===== src/rtl/btg_pkg.sv =====
package btg_pkg;
   localparam int BT_W = 2;
   typedef logic [BT_W-1:0] btype_t;
   localparam btype_t BT_NONE = '0;
endpackage


===== src/rtl/btg_check.sv =====
module btg_check
   import btg_pkg::*;
(
   input  logic   instr_valid,
   input  logic   exec64,
   input  logic   in_guarded,
   input  logic   bt_compat,
   input  logic   halted,
   input  btype_t bt_cur,
   output logic   violation
);
   always_comb begin
      violation = instr_valid && exec64 && in_guarded && (bt_cur != BT_NONE)
                  && !bt_compat && !halted;
   end
endmodule


===== src/rtl/btg_state.sv =====
module btg_state
   import btg_pkg::*;
(
   input  logic   clk,
   input  logic   rst_n,
   input  logic   instr_valid,
   input  logic   exec64,
   input  logic   is_indirect,
   input  logic   is_landing,
   input  btype_t indirect_bt,
   input  btype_t landing_bt,
   input  logic   eret_load,
   input  btype_t eret_bt,
   output btype_t bt_q
);
   btype_t bt_nxt;

   always_comb begin
      bt_nxt = bt_q;
      if (eret_load)             bt_nxt = eret_bt;
      else if (instr_valid) begin
         if (!exec64)            bt_nxt = BT_NONE;
         else if (is_indirect)   bt_nxt = indirect_bt;
         else if (is_landing)    bt_nxt = landing_bt;
         else                    bt_nxt = BT_NONE;
      end
   end

   always_ff @(posedge clk or negedge rst_n) begin
      if (!rst_n) bt_q <= BT_NONE;
      else        bt_q <= bt_nxt;
   end

   assert_clear_R4: assert property (@(posedge clk) disable iff (!rst_n)
      (instr_valid && !eret_load && exec64 && !is_indirect && !is_landing) |=> (bt_q == BT_NONE));
   assert_indirect_R5: assert property (@(posedge clk) disable iff (!rst_n)
      (instr_valid && !eret_load && exec64 && is_indirect) |=> (bt_q == $past(indirect_bt)));
   assert_landing_R6: assert property (@(posedge clk) disable iff (!rst_n)
      (instr_valid && !eret_load && exec64 && !is_indirect && is_landing) |=> (bt_q == $past(landing_bt)));
   assert_eret_R7: assert property (@(posedge clk) disable iff (!rst_n)
      eret_load |=> (bt_q == $past(eret_bt)));
   assert_narrow_R8: assert property (@(posedge clk) disable iff (!rst_n)
      (instr_valid && !eret_load && !exec64) |=> (bt_q == BT_NONE));
   assert_hold_R9: assert property (@(posedge clk) disable iff (!rst_n)
      (!instr_valid && !eret_load) |=> $stable(bt_q));
endmodule


===== src/rtl/btg_report.sv =====
module btg_report #(
   parameter int FAULT_W = 52
) (
   input  logic               clk,
   input  logic               rst_n,
   input  logic               violation,
   input  logic [FAULT_W-1:0] pc_lo,
   output logic               fault_req,
   output logic [FAULT_W-1:0] fault_addr
);
   always_ff @(posedge clk or negedge rst_n) begin
      if (!rst_n) begin
         fault_req  <= 1'b0;
         fault_addr <= '0;
      end else begin
         fault_req <= violation;
         if (violation) fault_addr <= pc_lo;
      end
   end

   assert_pulse_R2: assert property (@(posedge clk) disable iff (!rst_n)
      !violation |=> !fault_req);
   assert_addr_R3: assert property (@(posedge clk) disable iff (!rst_n)
      fault_req |-> (fault_addr == $past(pc_lo)));
   assert_keep_R3: assert property (@(posedge clk) disable iff (!rst_n)
      !violation |=> $stable(fault_addr));
endmodule


===== src/rtl/btarget_guard.sv =====
module btarget_guard
   import btg_pkg::*;
#(
   parameter int ADDR_W     = 64,
   parameter int FAULT_W    = 52,
   parameter bit FEATURE_EN = 1'b1
) (
   input  logic               clk,
   input  logic               rst_n,
   input  logic               instr_valid,
   input  logic               exec64,
   input  logic               in_guarded,
   input  logic               bt_compat,
   input  logic               halted,
   input  logic [ADDR_W-1:0]  pc,
   input  logic               is_indirect,
   input  logic               is_landing,
   input  logic [1:0]         indirect_bt,
   input  logic [1:0]         landing_bt,
   input  logic               eret_load,
   input  logic [1:0]         eret_bt,
   output logic [1:0]         bt_state,
   output logic               fault_req,
   output logic [FAULT_W-1:0] fault_addr
);
   localparam int HI_W = ADDR_W - FAULT_W;

   if (FAULT_W >= ADDR_W || FAULT_W < 1) begin : g_bad_width
      $error("btarget_guard: FAULT_W must be in 1..ADDR_W-1");
   end
   if (BT_W != 2) begin : g_bad_bt
      $error("btarget_guard: branch-type width must be 2");
   end

   logic [HI_W-1:0] unused_pc_hi;
   assign unused_pc_hi = pc[ADDR_W-1:FAULT_W];

   if (FEATURE_EN) begin : g_on
      btype_t bt_q;
      logic   violation;

      btg_check u_check (
         .instr_valid(instr_valid), .exec64(exec64), .in_guarded(in_guarded),
         .bt_compat(bt_compat), .halted(halted), .bt_cur(bt_q),
         .violation(violation)
      );

      btg_state u_state (
         .clk(clk), .rst_n(rst_n), .instr_valid(instr_valid), .exec64(exec64),
         .is_indirect(is_indirect), .is_landing(is_landing),
         .indirect_bt(indirect_bt), .landing_bt(landing_bt),
         .eret_load(eret_load), .eret_bt(eret_bt), .bt_q(bt_q)
      );

      btg_report #(.FAULT_W(FAULT_W)) u_report (
         .clk(clk), .rst_n(rst_n), .violation(violation),
         .pc_lo(pc[FAULT_W-1:0]), .fault_req(fault_req), .fault_addr(fault_addr)
      );

      assign bt_state = bt_q;

      assert_cause_R1: assert property (@(posedge clk) disable iff (!rst_n)
         fault_req |-> $past(instr_valid && exec64 && in_guarded && !bt_compat
                             && !halted && (bt_state != 2'b00)));
      assert_quiet_R8: assert property (@(posedge clk) disable iff (!rst_n)
         !exec64 |=> !fault_req);
   end else begin : g_off
      logic unused_in;
      assign unused_in = ^{clk, rst_n, instr_valid, exec64, in_guarded, bt_compat,
                           halted, pc[FAULT_W-1:0], is_indirect, is_landing,
                           indirect_bt, landing_bt, eret_load, eret_bt};
      assign bt_state   = 2'b00;
      assign fault_req  = 1'b0;
      assign fault_addr = '0;
   end
endmodule


===== config.mk =====
export PLATFORM = sky130hd
export DESIGN_NAME = btarget_guard
export DESIGN_NICKNAME = d
export VERILOG_FILES = /design/src/rtl/btg_pkg.sv /design/src/rtl/btg_check.sv /design/src/rtl/btg_state.sv /design/src/rtl/btg_report.sv /design/src/rtl/btarget_guard.sv
export SDC_FILE = /design/constraint.sdc
export NUM_CORES = 1
export LEC_CHECK = 0
export BUFFER_PORTS_ARGS = -buffer_cell sky130_fd_sc_hd__buf_2
export CAP_MARGIN = 20
export CELL_PAD_IN_SITES_DETAIL_PLACEMENT = 0
export CELL_PAD_IN_SITES_GLOBAL_PLACEMENT = 1
export CORE_ASPECT_RATIO = 0.6
export CORE_UTILIZATION = 30
export DETAILED_ROUTE_END_ITERATION = 12
export GPL_ROUTABILITY_DRIVEN = 0
export PLACE_DENSITY_LB_ADDON = 0.1
export SYNTH_ARGS = -nofsm -noshare
export SYNTH_HDL_FRONTEND = slang
export SYNTH_SLANG_ARGS = --single-unit

===== constraint.sdc =====
create_clock -name clk -period 1.8 [get_ports clk]
set_input_delay 0.18 -clock clk [delete_from_list [all_inputs] [get_ports clk]]
set_output_delay 0.18 -clock clk [all_outputs]
set_load 0.02 [all_outputs]

==> impl_metrics.env <==
export IMPL_final_common_cell="buf_2"
export IMPL_grt_pass1_vias=1489
export IMPL_io_pins=135
export IMPL_slew_limit_headroom_pct=78.0
export IMPL_skew_ps=3.37
export IMPL_routed_wl_mm=4.61
export IMPL_fmax_ghz=0.627
export IMPL_hold_violations=0
export IMPL_ctsHtreeMaxLevel=2
export IMPL_drtAntennaViolNets=0
export IMPL_clkTransAtPathRegs_ps=70
export IMPL_final_max_slew_viol_count=0
export IMPL_crit_type="reg -> reg"
export IMPL_final_setup_viol_count=0
export IMPL_ys_types=14
export IMPL_wl_per_cell_um=12.9
export IMPL_yosysWarnings=0
export IMPL_final_period_utilization_pct=88.5
export IMPL_placementRows=23
export IMPL_end_kind="flip-flop"
export IMPL_drc=0
export IMPL_min_period_ps=1590
export IMPL_min_from="pc[51]"
export IMPL_vias=1514
export IMPL_grt_ovfl_total=0
export IMPL_die_y_um=68.9
export IMPL_port_buffers=122
export IMPL_cts_tree="built"
export IMPL_start_util_pct=32.3
export IMPL_n_antenna_cell=0
export IMPL_layout_common_cells="122 x buf_2, 55 x dfrtp_1, 29 x mux2_4"
export IMPL_rsz0062_at_grt="false"
export IMPL_synth_seq_cells=55
export IMPL_cts_root_buf="clkbuf_16"
export IMPL_vias_per_cell=4.25
export IMPL_ctsResizeCount=0
export IMPL_clk_path_buf_depth=2
export IMPL_cts_buffers=5
export IMPL_track_usage_pct=12.3
export IMPL_core_area_sq_mm=0.00694
export IMPL_critPathArrivalTime_ps=1760
export IMPL_synth_nets=207
export IMPL_p_leak_nw=1.62
export IMPL_worstPathRequired_ps=1970
export IMPL_cts_sinks=55
export IMPL_ir_drop_uv=592
export IMPL_syn_area_sq_mm=0.00224
export IMPL_drt_initial_drc_count=30
export IMPL_tns_ps=0
export IMPL_antenna_found_initial=0
export IMPL_worstMarginPinSlew_ps=326
export IMPL_finalNetCount=335
export IMPL_ys_seq_area_share_pct=61.5
export IMPL_path_max_fanout=19
export IMPL_status="finished clean"
export IMPL_die_x_um=114
export IMPL_p_total_mw=3.88
export IMPL_grt_pass1_wl_mm=7.13
export IMPL_powerDensity_mw_per_mm2=1240
export IMPL_dieArea_sq_mm=0.00782
export IMPL_worstSetupStartpointType="flip-flop"
export IMPL_grt_max_degree=44
export IMPL_cp_startpoint="g_on.u_state.bt_q[1]$_DFFE_PN0P_"
export IMPL_drv_cap=0
export IMPL_firstDrtPassIters=2
export IMPL_r2r_start="g_on.u_state.bt_q[1]$_DFFE_PN0P_"
export IMPL_clk_latency_ps=290
export IMPL_hold_path_class="in -> reg"
export IMPL_hpwl_mm=3.39
export IMPL_syn_area_per_cell_sq_um=17.6
export IMPL_netlist_instances=127
export IMPL_area_delta_synth_final_pct=39.5
export IMPL_drive_above_1_share_pct=72.7
## critical path, stage by stage, from the launching register on
cell and delay, ps:
dfrtp_1 360, o21ai_0 140, nor4_4 240, buf_4 350
mux2_2 370
## layout make-up
cell class / count / area, sq um
clock inverter: 2 / 17.5
fill: 664 / 3810
clock buffer: 6 / 129
timing repair buffer: 126 / 668
sequential: 55 / 1380
multi-input combinational: 67 / 806
tap: 100 / 125
## flip-flops by register name, indices dropped and copies added, names as in the netlist
register and cells:
g_on.u_state.bt_q 2, g_on.u_report.fault_req 1, g_on.u_report.fault_addr 52
## metrics by stage
stage | util (%) | std cells | hold slack [ps] | area, sq um | worst slack, ps
3_5_place_dp | 42.8 | 347 | 92.4 | 2970 | 178
3_3_place_gp | 42.8 | 347 | 94.6 | 2970 | 193
4_1_cts | 45.0 | 356 | 103 | 3120 | 165
6_report | 45.0 | 356 | 115 | 3120 | 206
2_1_floorplan | - | 127 | -116 | 2240 | 96.8
5_1_grt | 45.0 | 356 | 102 | 3120 | 81.6
## routing by layer
| layer | global-route usage, % | share of wire, % |
|---|---|---|
| met1 | 16.3 | 48 |
| met2 | 16.7 | 40 |
| met3 | 6.12 | 10 |
| met4 | 5.26 | 1.5 |
| met5 | 0 | 0 |
## logic make-up after synthesis
| group | Yosys count | synth area share, % |
|---|---|---|
| AOI/OAI and AO/OA | 3 | 0.894 |
| buffers and inverters | 5 | 2.52 |
| DFF | 55 | 61.5 |
| muxes | 52 | 31.0 |
| and+or+nand+nor | 12 | 4.08 |
## report_power, final
part,internal [mW],total (mW),switching [mW]
logic,0.589,1.25,0.660
clock network,0.521,0.939,0.418
registers,1.55,1.69,0.146
total,2.66,3.88,1.22
## cells in the mapped netlist, drive strengths merged
library cell / instances / area share, %
a211oi: 2 / 0.67
and3b: 2 / 0.78
buf: 5 / 2.5
dfrtp: 55 / 61
mux2: 52 / 31
nand2: 1 / 0.28
nor2: 1 / 0.17
nor2b: 2 / 0.56
nor3: 2 / 0.45
nor4: 3 / 1.5
o21ai: 1 / 0.22
or2b: 1 / 0.34
## final timing paths
check                                                           end  slack [ps]  cells past startpoint
min reg2reg                 g_on.u_report.fault_addr[5]$_DFFE_PN0P_         500                      1
max                        g_on.u_report.fault_addr[16]$_DFFE_PN0P_         210                      4
max in group asynchronous          g_on.u_state.bt_q[1]$_DFFE_PN0P_         960                      3
min                        g_on.u_report.fault_addr[51]$_DFFE_PN0P_         120                      2
min in group asynchronous  g_on.u_report.fault_addr[14]$_DFFE_PN0P_         320                      2
max reg2reg                g_on.u_report.fault_addr[16]$_DFFE_PN0P_         210                      4
## what timing repair did
| action | CTS | global route |
|---|---|---|
| hold endpoints to repair | 12 | 0 |
| hold buffers | 1 | 0 |
| setup buffers | 0 | 0 |
(Power assumes the default switching activity.)
